<file path="src/rtl/jce_pkg.sv">
package jce_pkg;

  localparam int ID_W = 32;

  typedef enum logic [2:0] {
    PH_IDLE,
    PH_RESET,
    PH_GOTO,
    PH_SHIFT,
    PH_EXIT
  } phase_t;

endpackage

</file>
<file path="src/rtl/jce_tck_gen.sv">
module jce_tck_gen #(
  parameter int DIV_W = 8
) (
  input  logic             clk,
  input  logic             rst_n,
  input  logic             run_i,
  input  logic             hold_i,
  input  logic [DIV_W-1:0] half_i,
  output logic             tck_o,
  output logic             rise_o,
  output logic             fall_o
);

  localparam logic [DIV_W-1:0] MIN_HALF = DIV_W'(2);

  logic [DIV_W-1:0] half_eff;
  logic [DIV_W-1:0] cnt;
  logic             toggle;

  assign half_eff = (half_i < MIN_HALF) ? MIN_HALF : half_i;
  assign toggle   = run_i && !hold_i && (cnt >= half_eff - DIV_W'(1));
  assign rise_o   = toggle && !tck_o;
  assign fall_o   = toggle && tck_o;

  always_ff @(posedge clk or negedge rst_n) begin
    if (!rst_n) begin
      tck_o <= 1'b0;
      cnt   <= '0;
    end else if (!run_i) begin
      tck_o <= 1'b0;
      cnt   <= '0;
    end else if (!hold_i) begin
      if (toggle) begin
        cnt   <= '0;
        tck_o <= ~tck_o;
      end else begin
        cnt <= cnt + DIV_W'(1);
      end
    end
  end

  // no TCK level is ever shorter than two system clocks
  a_r3_min_level: assert property (@(posedge clk) disable iff (!rst_n)
    (tck_o != $past(tck_o)) |=> $stable(tck_o));

endmodule

</file>
<file path="src/rtl/jce_chain_parser.sv">
module jce_chain_parser
  import jce_pkg::*;
(
  input  logic            clk,
  input  logic            rst_n,
  input  logic            clr_i,
  input  logic            bit_en_i,
  input  logic            bit_i,
  output logic            byp_o,
  output logic            id_o,
  output logic            mark_o,
  output logic [ID_W-1:0] word_o
);

  localparam int CW = $clog2(ID_W);
  localparam logic [CW-1:0] LAST = CW'(ID_W - 1);

  logic            in_word;
  logic [CW-1:0]   cnt;
  logic [ID_W-2:0] sh;
  logic            last_bit;

  assign word_o   = {bit_i, sh};
  assign last_bit = bit_en_i && in_word && (cnt == LAST);
  assign byp_o    = bit_en_i && !in_word && !bit_i;
  assign id_o     = last_bit && !(&word_o);
  assign mark_o   = last_bit && (&word_o);

  always_ff @(posedge clk or negedge rst_n) begin
    if (!rst_n) begin
      in_word <= 1'b0;
      cnt     <= '0;
      sh      <= '0;
    end else if (clr_i) begin
      in_word <= 1'b0;
      cnt     <= '0;
      sh      <= '0;
    end else if (bit_en_i) begin
      sh <= {bit_i, sh[ID_W-2:1]};
      if (!in_word) begin
        if (bit_i) begin
          in_word <= 1'b1;
          cnt     <= CW'(1);
        end
      end else if (cnt == LAST) begin
        in_word <= 1'b0;
        cnt     <= '0;
      end else begin
        cnt <= cnt + CW'(1);
      end
    end
  end

  // a completed identification word always began with a 1 bit
  a_r6_word_lsb: assert property (@(posedge clk) disable iff (!rst_n)
    id_o |-> word_o[0]);

endmodule

</file>
<file path="src/rtl/jtag_chain_enum.sv">
module jtag_chain_enum
  import jce_pkg::*;
#(
  parameter int MAX_DEV = 16,
  parameter int DIV_W   = 8,
  localparam int CNT_W  = $clog2(MAX_DEV + 1)
) (
  input  logic             clk,
  input  logic             rst_n,
  input  logic             start,
  input  logic [DIV_W-1:0] half_period,
  output logic             tck,
  output logic             tms,
  output logic             tdi,
  input  logic             tdo,
  output logic             id_valid,
  input  logic             id_ready,
  output logic [ID_W-1:0]  id_word,
  output logic [CNT_W-1:0] id_pos,
  output logic             done,
  output logic             err,
  output logic [CNT_W-1:0] dev_count
);

  localparam logic [2:0]       RESET_LAST = 3'd4;
  localparam logic [2:0]       GOTO_LAST  = 3'd3;
  localparam logic [2:0]       EXIT_LAST  = 3'd3;
  localparam logic [CNT_W-1:0] CNT_MAX    = CNT_W'(MAX_DEV);

  phase_t          phase;
  logic [2:0]      step;
  logic            busy;
  logic            launch;
  logic            stall;
  logic            rise;
  logic            fall;
  logic            tms_sel;
  logic            byp_ev;
  logic            id_ev;
  logic            mark_ev;
  logic [ID_W-1:0] word;
  logic            at_max;

  assign busy   = (phase != PH_IDLE);
  assign launch = start && !busy;
  assign stall  = id_valid && !id_ready;
  assign at_max = (dev_count == CNT_MAX);
  assign tdi    = 1'b1;

  jce_tck_gen #(.DIV_W(DIV_W)) u_tck (
    .clk    (clk),
    .rst_n  (rst_n),
    .run_i  (busy),
    .hold_i (stall),
    .half_i (half_period),
    .tck_o  (tck),
    .rise_o (rise),
    .fall_o (fall)
  );

  jce_chain_parser u_parse (
    .clk      (clk),
    .rst_n    (rst_n),
    .clr_i    (launch),
    .bit_en_i (rise && (phase == PH_SHIFT)),
    .bit_i    (tdo),
    .byp_o    (byp_ev),
    .id_o     (id_ev),
    .mark_o   (mark_ev),
    .word_o   (word)
  );

  // TMS level presented for the next rising edge, driven at the falling edge
  always_comb begin
    unique case (phase)
      PH_RESET: tms_sel = 1'b1;
      PH_GOTO:  tms_sel = (step == 3'd1);
      PH_SHIFT: tms_sel = 1'b0;
      PH_EXIT:  tms_sel = (step < 3'd2);
      default:  tms_sel = tms;
    endcase
  end

  always_ff @(posedge clk or negedge rst_n) begin
    if (!rst_n) begin
      phase     <= PH_IDLE;
      step      <= '0;
      tms       <= 1'b1;
      dev_count <= '0;
      err       <= 1'b0;
      done      <= 1'b0;
      id_valid  <= 1'b0;
      id_word   <= '0;
      id_pos    <= '0;
    end else begin
      done <= 1'b0;
      if (launch) begin
        phase     <= PH_RESET;
        step      <= '0;
        tms       <= 1'b1;
        dev_count <= '0;
        err       <= 1'b0;
      end else if (busy) begin
        if (id_valid && id_ready) id_valid <= 1'b0;
        if (rise) begin
          unique case (phase)
            PH_RESET: begin
              if (step == RESET_LAST) begin
                phase <= PH_GOTO;
                step  <= '0;
              end else step <= step + 3'd1;
            end
            PH_GOTO: begin
              if (step == GOTO_LAST) begin
                phase <= PH_SHIFT;
                step  <= '0;
              end else step <= step + 3'd1;
            end
            PH_SHIFT: begin
              if (mark_ev) begin
                phase <= PH_EXIT;
                step  <= '0;
              end else if (byp_ev || id_ev) begin
                if (at_max) begin
                  err   <= 1'b1;
                  phase <= PH_EXIT;
                  step  <= '0;
                end else begin
                  dev_count <= dev_count + CNT_W'(1);
                  if (id_ev) begin
                    id_valid <= 1'b1;
                    id_word  <= word;
                    id_pos   <= dev_count;
                  end
                end
              end
            end
            PH_EXIT: begin
              if (step < EXIT_LAST) step <= step + 3'd1;
            end
            default: ;
          endcase
        end
        if (fall) begin
          if (phase == PH_EXIT && step == EXIT_LAST) begin
            phase <= PH_IDLE;
            done  <= 1'b1;
          end else begin
            tms <= tms_sel;
          end
        end
      end
    end
  end

  // TMS only moves on a falling TCK or right after an accepted start
  a_r4_tms_on_fall: assert property (@(posedge clk) disable iff (!rst_n)
    !$stable(tms) |-> (($past(tck) && !tck) || $past(launch)));

  // a waiting word and TCK stay frozen under back-pressure
  a_r9_hold: assert property (@(posedge clk) disable iff (!rst_n)
    (id_valid && !id_ready) |=>
      (id_valid && $stable(id_word) && $stable(id_pos) && $stable(tck)));

  // done is a single-cycle pulse
  a_r7_done_pulse: assert property (@(posedge clk) disable iff (!rst_n)
    done |=> !done);

  // done arrives with TCK low
  a_r7_done_tck_low: assert property (@(posedge clk) disable iff (!rst_n)
    done |-> !tck);

  // the device count never passes its limit
  a_r8_count_cap: assert property (@(posedge clk) disable iff (!rst_n)
    dev_count <= CNT_MAX);

endmodule

</file>
<file path="config.mk">
export PLATFORM = sky130hd
export DESIGN_NAME = jtag_chain_enum
export DESIGN_NICKNAME = d
export VERILOG_FILES = /design/src/rtl/jce_pkg.sv /design/src/rtl/jce_tck_gen.sv /design/src/rtl/jce_chain_parser.sv /design/src/rtl/jtag_chain_enum.sv
export SDC_FILE = /design/constraint.sdc
export NUM_CORES = 1
export LEC_CHECK = 0
export BUFFER_PORTS_ARGS = -buffer_cell sky130_fd_sc_hd__buf_2
export CORE_MARGIN = 2
export CORE_UTILIZATION = 45
export DETAILED_ROUTE_END_ITERATION = 6
export PLACE_DENSITY = 0.67
export SYNTH_ARGS = -nofsm -noshare
export SYNTH_HDL_FRONTEND = slang
export SYNTH_SLANG_ARGS = --single-unit
</file>
<file path="constraint.sdc">
create_clock -name clk -period 4.93 [get_ports clk]
set_input_delay 0.493 -clock clk [delete_from_list [all_inputs] [get_ports clk]]
set_output_delay 0.493 -clock clk [all_outputs]
set_load 0.005 [all_outputs]
</file>
==> summary.md, run 1 <==
| Metric | Value |
|---|---|
| Outcome | finished clean |
| Finished layout cell area | 0.005418 mm^2 |
| Area share of fa/ha/maj cells after synthesis | 4.922% |
| CP startpoint kind | input pin |
| CP max FO | 38 |
| DRT antenna net count | 0 |
| DRT Pass-1 Iters | 4 |
| Final TNS setup | 0 ns |
| Die X | roughly 110 um |
| Remaining DRCs | 0 |
| Via count | 3648 |
| Die Footprint | 0.01158 mm^2 |
| # diodes | 0 |
| Final setup viols | 0 |
| Synthesis Warnings | 0 |
| Global-route wire length before repair | 17.41 mm |
| Complex-gate fraction of the synthesized area | 10.54% |
| Endpoint class of the critical path | flop |
| Clock Path Buffers | 2 |
| Worst slew pin tran | 0.8191 ns |
| CTS root buffer | clkbuf_8 |
| Cts hold-fix bufs | 0 |
| Area leader, netlist | dfrtp_1 |
| RePlAce Congestion | 0.8082 |
| Core Rows | 37 |
| DIE HEIGHT | 107.6 um |
| Max cap viols | 0 |
| Rel. slew slack | 45.10% |
| Fin. Hold Viols | 0 |
| CTS tree | built |
| Syn nets | 492 |
| EDFF count, synth | 0 |
| Via density per instance | 5.561 |
| Crit path arrival time | 4.22 ns |
| Power Total | 0.001571 W |
| Power per cell area | 290.0 mW/mm^2 |
| Clock Latency Late Sink | 0.37 ns |
| Global routing's busiest layer | met2 |
| Worst Path Required | 5.19 ns |
| Initial antenna violation count | 0 |
| Initial Util | between 40 and 50% |
| Met1 Use GR | 25.03% |
| Area grow syn2layout | 12.18% |
| Unique masters post-synth | between 50 and 60 |
| Total track usage | 18.96% |
| Global route overflow | 0 |
| Synth Register Bits | slightly below 100 |
| Post-synthesis simple-gate area fraction | ~17% |
| Fin crit period | 3.956 ns |
| Final Slew Violations | 0 |
| GRT met2 Usage | 30.91% |
| Core box area | roughly 0.010 mm^2 |
| CTS clk-pin slew, worst paths | 0.09 ns |
| Post-synthesis cell area | 0.004830 mm^2 |
| Main combinational cell family by area after synthesis | simple AND/OR/NAND/NOR gates |
| WL per Instance | 15.57 um |
| Syn avg cell area | 10.50 um^2 |
| Post-DP HPWL | 7.038 mm |
| Synth top area share | about half |
| Mux share of post-synthesis cell area | 11.17% |
| Period utilization | 80.24% |
| # IOs | 61 |
| Final net count | 549 |
| Post-Syn Instances | between 400 and 500 |
| IO buf count | a little under 60 |
| P_leak | 2.687 nW |
| Vias in the first global route | 3722 |
| Unrepaired setup endpoints after global routing | no |
| Top cells by area, synth | dfrtp_1, nand2_1, mux2_4, a21oi_1, ha_1 |
| Max Fclk | about 250 MHz |
| Clk sink count | 98 |
| Pin count of the biggest net entering global routing | 56 |
| Maximum VDD drop | 151.1 uV |
| Resized cells post-CTS | 0 |
| Global-route track usage on met3 | 3.269% |
| Xor/xnor share of the synthesized area | 2.176% |
| Async SR Flop Fraction | between 90% and 100% |
| Post-CTS Setup Inserts | 0 |
| Placed Instance Area | 0.005241 mm^2 |
| Layout cells sized above 1 | between 20 and 25% |
| Drt initial violations | 271 |
| Hold WC Path Type | in -> async |
| Setup CP Type | in -> reg |
| H-tree depth | 3 |
| Routed wire length | 10.22 mm |
| Synth Flop Type | dfrtp_1 |
| Register area share after synthesis | approximately half |
| CTS buffer count | 9 |
| Clk_skew | 0.008446 ns |
## where the power goes
part	internal [W]	switching [W]	leakage [nW]
combinational	0.0000839	0.000121	1.25
clock	0.000208	0.000273	0.0879
sequential	0.000839	0.0000455	1.35
total	0.00113	0.000440	2.69
## metrics by stage
| stage | worst slack, ns | hold slack [ns] | util [%] | instances |
|---|---|---|---|---|
| 2_1_floorplan | 1.410 | 0.1974 | - | 460 |
| 3_3_place_gp | 0.7446 | 0.4843 | 50.54 | 642 |
| 3_5_place_dp | 0.5794 | 0.4915 | 50.54 | 642 |
| 4_1_cts | 0.9753 | 0.1916 | 52.24 | 656 |
| 5_1_grt | 0.7837 | 0.2185 | 52.24 | 656 |
| 6_report | 0.9740 | 0.1636 | 52.24 | 656 |
## state kept, by name, summed over array words and instances, names as in the netlist
signal and flops:
id_word 32, u_parse.sh 31, u_tck.cnt 8, dev_count 5, id_pos 5, u_parse.cnt 5, phase 3, step 3
done 1, err 1, id_valid 1, tms 1, u_parse.in_word 1, u_tck.tck_o 1
## cell type report
type | count | area, um^2
Timing Repair Buffer | 66 | 350.3
Clock buffer | 11 | 151.4
Sequential cell | 98 | 2454
Tap cell | 136 | 170.2
Multi-Input combinational cell | 332 | 2230
Clock inverter | 3 | 25.02
Inverter | 10 | 37.54
Fill cell | 931 | 4952
## per-layer routing
layer  part of all wire, %  vias to the layer above
met5                     0                        -
met4                   2.1                        0
met3                   3.2                       15
met2                    49                       73
met1                    46                     1816
li1                      -                     1744
## synthesized netlist by cell type, types with 2 or more instances
library cell and count:
a21oi_1 48, mux2_4 19, nor2b_1 2, mux2i_1 4
xnor2_1 3, o211ai_1 5, a22o_1 4, ha_1 19
nand4_1 13, nand2_1 89, mux2_2 19, nor2_1 21
o31ai_1 2, xor2_1 9, nand2b_1 3, o21ai_0 7
clkbuf_1 11, inv_1 10, o41ai_1 2, o21a_1 3
and2_1 2, nor3_1 9, buf_6 4, nand3_1 13
and3_1 2, buf_2 4, nor4_1 5, dfrtp_1 97
nor3b_1 2
## final timing paths
check	start	endpoint	slack [ns]	cells after the start
hold reg to reg	id_word[28]	id_word[28]	0.51	1
min in group clk	id_ready	id_valid	0.43	4
hold / removal	rst_n	id_pos[3]	0.16	1
setup / recovery	half_period[5]	id_word[3]	0.97	13
max in group asynchronous	rst_n	id_word[29]	3.75	2
setup reg to reg	u_tck.cnt[0]	id_word[3]	1.61	9
## cells in the final DEF (no fill, tap or decap), types with 4 or more instances in the layout
cell,netlist,routed
dfrtp_1,97,97
nand2_1,89,89
buf_2,4,58
a21oi_1,48,48
nor2_1,21,21
mux2_4,19,19
mux2_2,19,19
ha_1,19,19
nand4_1,13,13
nand3_1,13,13
clkbuf_8,0,11
inv_1,10,10
xor2_1,9,9
nor3_1,9,8
buf_4,1,8
o21ai_0,7,7
nor4_1,5,5
o211ai_1,5,5
mux2i_1,4,4
a22o_1,4,4
## logic make-up after synthesis
logic type / count (synthesis)
simple gates: 174
flops: 98
compound gates: 84
mux: 42
buf+inv: 30
fa+ha+maj: 19
xor+xnor: 12
other cells: 1
## worst max-delay path, stage by stage
cell	delay (ns)
buf_2	0.12
or4_1	0.55
nor3_1	0.22
nor2_1	0.07
ha_1	0.24
xnor2_1	0.14
ha_1	0.20
a2111oi_0	0.53
o31a_1	0.50
nor2_4	0.09
nand4_2	0.09
buf_4	0.53
mux2_2	0.41
Power figures use the tool's default switching activity.
==> inputs of run 2 (changes only) <==
clock period = 4 ns   (was 4.93 ns; I/O delays follow)
==> summary.md, run 2 (same netlist as run 1, synthesis figures left out) <==
| Metric | Value |
|---|---|
| CTS tree | built (unchanged) |
| Core Rows | 37 (unchanged) |
| Unrepaired setup endpoints after global routing | no (unchanged) |
| Clk sink count | 98 (unchanged) |
| Power Total | 0.001975 W (was 0.001571 W) |
| Fin. Hold Viols | 0 (unchanged) |
| Remaining DRCs | 0 (unchanged) |
| Layout cells sized above 1 | 25.19% (was 24.62%) |
| Worst slew pin tran | 0.9026 ns (was 0.8191 ns) |
| DIE HEIGHT | 107.6 um (unchanged) |
| Setup CP Type | in -> reg (unchanged) |
| Initial antenna violation count | 0 (unchanged) |
| Core box area | 0.01037 mm^2 (unchanged) |
| H-tree depth | 3 (unchanged) |
| Global route overflow | 0 (unchanged) |
| Die X | 107.6 um (unchanged) |
| Outcome | finished clean (unchanged) |
| RePlAce Congestion | 0.8804 (was 0.8082) |
| Initial Util | 46.57% (unchanged) |
| Die Footprint | 0.01158 mm^2 (unchanged) |
| Worst Path Required | 4.25 ns (was 5.19 ns) |
| Post-CTS Setup Inserts | 0 (unchanged) |
| Final TNS setup | 0 ns (unchanged) |
| DRT Pass-1 Iters | 4 (unchanged) |
| Hold WC Path Type | in -> async (unchanged) |
| Final net count | 551 (was 549) |
| # IOs | 61 (unchanged) |
| Rel. slew slack | 39.83% (was 45.10%) |
| CP max FO | 20 (was 38) |
| Fin crit period | 3.464 ns |
| Drt initial violations | 252 (was 271) |
| Metal2 WL | 4.907 mm (was 5.018 mm) |
| Reg with most FFs | id_word (unchanged) |
| Pin count of the biggest net entering global routing | 74 (was 56) |
| Total track usage | 18.78% (was 18.96%) |
| Final setup viols | 0 (unchanged) |
| Commonest non-fill, non-tap cell in the layout | dfrtp_1 (unchanged) |
| Resized cells post-CTS | 0 (unchanged) |
| IO buf count | 59 (unchanged) |
| CTS root buffer | clkbuf_8 (unchanged) |
| Met1 WL | 4.658 mm (was 4.650 mm) |
| Period utilization | between 80% and 90% |
| Via count | 3681 (was 3648) |
| Clk_skew | 0.01406 ns (was 0.008446 ns) |
| Min Hold Slack | 0.1508 ns (was 0.1636 ns) |
| Uppermost layer routed | met4 (unchanged) |
| Max cap viols | 0 (unchanged) |
| Post-DP HPWL | 7.141 mm (was 7.038 mm) |
| Via density per instance | 5.577 (was 5.561) |
| Global-route wire length before repair | 17.35 mm (was 17.41 mm) |
| Final Core Density | 52.81% (was 52.24%) |
| Cts hold-fix bufs | 0 (unchanged) |
| Routed wl met3 | 435 um (was 330 um) |
| Top Registers | id_word: 32 flops, u_parse.sh: 31 flops, u_tck.cnt: 8 flops (unchanged) |
| WL per Instance | 15.35 um (was 15.57 um) |
| # diodes | 0 (unchanged) |
| Crit path arrival time | 3.72 ns (was 4.22 ns) |
| Endpoint class of the critical path | flop (unchanged) |
| CTS buffer count | 9 (unchanged) |
| Largest register FFs | 32 (unchanged) |
| Routed wire length | 10.13 mm (was 10.22 mm) |
| Final Slew Violations | 0 (unchanged) |
| Clock Path Buffers | 2 (unchanged) |
| Area grow syn2layout | 13.39% (was 12.18%) |
| Power per cell area | 360.6 mW/mm^2 (was 290.0 mW/mm^2) |
| Clock Latency Late Sink | 0.37 ns (about the same) |
| Most frequent cells in the layout | dfrtp_1, nand2_1, buf_2 (unchanged) |
| CTS clk-pin slew, worst paths | 0.10 ns (was 0.09 ns) |
| P_leak | 2.721 nW (was 2.687 nW) |
| Vias in the first global route | 3575 (was 3722) |
| CP startpoint kind | input pin (unchanged) |
| Max Fclk | 288.7 MHz |
| DRT antenna net count | 0 (unchanged) |
| Maximum VDD drop | 253.8 uV (was 151.1 uV) |
-- run 2: changes by cell type in the layout (fill, tap and decap cells not counted), sizes merged --
cell / before / now
clkinv: 1 / 3
clkinvlp: 1 / 0
inv: 11 / 13
buf: 66 / 68
clkbuf: 11 / 10
-- run 2: routing by layer --
metal  GRT usage, %  vias to the layer above
met3          3.208                       10
li1               -                     1746
met4          7.051                        0
met2          29.16                       95
met5              0                        -
met1          26.46                     1830
-- run 2: per-stage QoR --
stage	cell area, um^2	instances	setup WS (ns)
2_1_floorplan	4830	460	0.5731
3_3_place_gp	5281	644	0.3275
3_5_place_dp	5281	644	0.1980
4_1_cts	5477	660	0.5774
5_1_grt	5477	660	0.2942
6_report	5477	660	0.5365
-- run 2: cell type report --
class / count / area, um^2
Timing Repair Buffer: 68 / 390.4
Inverter: 10 / 37.54
Multi-Input combinational cell: 332 / 2230
Tap cell: 136 / 170.2
Clock inverter: 6 / 57.56
Fill cell: 951 / 4893
Sequential cell: 98 / 2454
Clock buffer: 10 / 137.6
-- run 2: worst max-delay path, stage by stage --
cell and delay [ns]:
buf_2 0.12, or4_1 0.55, nor3_1 0.23, nor2_1 0.07, ha_1 0.30, ha_1 0.28, a2111oi_0 0.58, o31a_1 0.29
nor2_4 0.07, nand4_2 0.23, buf_12 0.22, mux2_2 0.35
-- run 2: power by group --
group,total [W],internal (W),switching (W),leakage [nW]
Clock,0.000627,0.000258,0.000369,0.101
Sequential,0.00109,0.00103,0.0000580,1.35
Combinational,0.000256,0.000105,0.000150,1.27
Total,0.00197,0.00140,0.000578,2.72
-- run 2: final timing paths --
check	slack, ns	depth (start not counted)	to	from
worst min register to register	0.51	1	id_word[0]	id_word[0]
worst min-delay path	0.15	1	phase[2]	rst_n
max in group asynchronous	2.94	2	id_word[0]	rst_n
min in group clk	0.30	4	id_valid	id_ready
worst max register to register	1.13	9	id_pos[3]	u_tck.cnt[0]
worst max-delay path	0.54	12	id_pos[3]	half_period[5]
==> inputs of run 3 (changes only) <==
CORE_ASPECT_RATIO = 0.9   (was unset)
==> summary.md, run 3 (same netlist as run 1, synthesis figures left out) <==
| Metric | Value |
|---|---|
| Outcome | finished, violations left (was finished clean) |
| Failing checks | design-rule violations |
| Clk_skew | 0.008080 ns (was 0.01406 ns) |
| Resized cells post-CTS | 0 (unchanged) |
| Critical Path, Cell by Cell | buf_2 -> nor4_1 -> nand2_1 -> o21ai_0 -> ha_1 -> nand2_1 -> xor2_1 -> ha_1 -> nand4_1 -> o31a_1 -> buf_4 -> nor3_1 -> nand2_1 -> o221ai_1 (was buf_2 -> or4_1 -> nor3_1 -> nor2_1 -> ha_1 -> ha_1 -> a2111oi_0 -> o31a_1 -> nor2_4 -> nand4_2 -> buf_12 -> mux2_2) |
| DRT antenna net count | 0 (unchanged) |
| Placed Instance Area | 0.005265 mm^2 (was 0.005281 mm^2) |
| Area grow syn2layout | 14.95% (was 13.39%) |
| Fin. Hold Viols | 0 (unchanged) |
| Max cap viols | 0 (unchanged) |
| P_leak | 2.757 nW (was 2.721 nW) |
| FILL cells | 926 (was 951) |
| Power per cell area | 391.2 mW/mm^2 (was 360.6 mW/mm^2) |
| Via count | 3581 (was 3681) |
| WL per Instance | 15.19 um (was 15.35 um) |
| Finished layout cell area | 0.005552 mm^2 (was 0.005477 mm^2) |
| CP top delay family | simple AND/OR/NAND/NOR gates (unchanged) |
| Total track usage | 17.76% (was 18.78%) |
| Clk sink count | 98 (unchanged) |
| Reg with most FFs | id_word (unchanged) |
| Worst slew pin tran | 0.9760 ns (was 0.9026 ns) |
| Core Rows | 35 (was 37) |
| H-tree depth | 3 (unchanged) |
| Vias in the first global route | 3365 (was 3575) |
| Top Registers | id_word: 32 flops, u_parse.sh: 31 flops, u_tck.cnt: 8 flops (unchanged) |
| CTS buffer count | 9 (unchanged) |
| DIE HEIGHT | 102.3 um (was 107.6 um) |
| Worst r2r src | u_tck.cnt[0] (unchanged) |
| FF-to-FF End | id_word[0] (was id_pos[3]) |
| DRT Pass-1 Iters | 7 (was 4) |
| CP max FO | 8 (was 20) |
| Clock Path Buffers | 2 (unchanged) |
| IO buf count | 59 (unchanged) |
| Rel. slew slack | 34.94% (was 39.83%) |
| Most frequent cells in the layout | dfrtp_1, nand2_1, buf_2 (unchanged) |
| # IOs | 61 (unchanged) |
| Routed wire length | 9.901 mm (was 10.13 mm) |
| Clock Latency Late Sink | 0.34 ns (was 0.37 ns) |
| RePlAce Congestion | 0.8712 (was 0.8804) |
| Reg2Reg Setup Slack | 1.22 ns (was 1.13 ns) |
| Critical Path Most Common Cell | nand2_1 (was ha_1) |
| Global route overflow | 0 (unchanged) |
| Pin count of the biggest net entering global routing | 80 (was 74) |
| # diodes | 0 (unchanged) |
| Fin crit period | 3.387 ns (was 3.464 ns) |
| CP startpoint | half_period[5] (unchanged) |
| Remaining DRCs | 3 (was 0) |
| Layout cells sized above 1 | 25.05% (was 25.19%) |
| Period utilization | 84.67% (was 86.59%) |
| Worst Path Required | 4.25 ns (about the same) |
| CTS root buffer | clkbuf_16 (was clkbuf_8) |
| Post-CTS Setup Inserts | 0 (unchanged) |
| Post-layout instance count excluding filler cells | 652 (was 660) |
| Maximum VDD drop | 216.5 uV (was 253.8 uV) |
| CTS tree | built (unchanged) |
| Core box area | 0.01033 mm^2 (was 0.01037 mm^2) |
| Final Slew Violations | 0 (unchanged) |
| Final TNS setup | 0 ns (unchanged) |
| Crit path arrival time | 3.63 ns (was 3.72 ns) |
| Crit-path max cell delay | 0.45 ns (was 0.58 ns) |
| Post-DP HPWL | 6.846 mm (was 7.141 mm) |
| Drt initial violations | 314 (was 252) |
| Worst reg-to-reg path cell count | 9 (unchanged) |
| CTS clk-pin slew, worst paths | 0.07 ns (was 0.10 ns) |
| Initial antenna violation count | 0 (unchanged) |
| Setup CP Type | in -> reg (unchanged) |
| Die X | 113.2 um (was 107.6 um) |
| Die Footprint | 0.01158 mm^2 (about the same) |
| CP startpoint kind | input pin (unchanged) |
| Crit-path slowest cell | nor3_1 (was a2111oi_0) |
| Unrepaired setup endpoints after global routing | no (unchanged) |
| Final net count | 550 (was 551) |
| Largest register FFs | 32 (unchanged) |
| Cts hold-fix bufs | 0 (unchanged) |
| Global-route wire length before repair | 16.50 mm (was 17.35 mm) |
| Endpoint class of the critical path | flop (unchanged) |
| Max Fclk | 295.3 MHz (was 288.7 MHz) |
| Via density per instance | 5.492 (was 5.577) |
| Final setup viols | 0 (unchanged) |
| Placed Instances | 636 (was 644) |
| Buf+Inv Stages, Crit Path | 2 (unchanged) |
| Commonest non-fill, non-tap cell in the layout | dfrtp_1 (unchanged) |
| Initial Util | 46.73% (was 46.57%) |
| Hold WC Path Type | in -> async (unchanged) |
-- run 3: changes by cell type in the layout (fill, tap and decap cells not counted) --
| cell | change |
|---|---|
| buf_4 | -1 |
| clkbuf_16 | +9 |
| clkinvlp_4 | +1 |
| clkinv_2 | +1 |
| clkbuf_8 | -10 |
| clkinv_4 | -1 |
-- run 3: worst max path at each step --
stage                       end  slack, ns  cells after the start
floorplan           id_word[10]       0.57                     13
global placement      id_pos[1]       0.37                     12
detailed placement  id_word[25]       0.28                     12
CTS                  id_word[0]       0.64                     12
global route            step[2]       0.36                     14
finish                  step[2]       0.61                     14
-- run 3: power by group --
| part | switching, W | internal (W) | total, W |
|---|---|---|---|
| logic | 0.000148 | 0.000107 | 0.000256 |
| registers | 0.0000547 | 0.00103 | 0.00109 |
| clock network | 0.000393 | 0.000434 | 0.000827 |
-- run 3: per-layer routing --
layer / track usage [%] / wire (um)
met1: 25.14 / 4801
met2: 28.24 / 4574
met3: 3.559 / 439
met4: 4.784 / 85
met5: 0 / 0
-- run 3: stage by stage --
step                hold WS [ns]  power [W]  setup slack, ns  util [%]
floorplan                 0.1044   0.001267           0.5731         -
global placement          0.4657   0.001355           0.3671     50.94
detailed placement        0.4843   0.001364           0.2786     50.94
CTS                       0.2480   0.002190           0.6409     53.72
global route              0.3064   0.002274           0.3632     53.72
finish                    0.1991   0.002172           0.6132     53.72
-- run 3: final cells by class --
| cell class | instances | area [um^2] | share of cell area (%) |
|---|---|---|---|
| multi-input combinational | 332 | 2230 | 40.16 |
| timing repair buffer | 67 | 382.9 | 6.897 |
| clock inverter | 7 | 61.31 | 1.104 |
| tap | 129 | 161.4 | 2.907 |
| clock buffer | 9 | 225.2 | 4.057 |
| inverter | 10 | 37.54 | 0.6761 |
| sequential | 98 | 2454 | 44.20 |
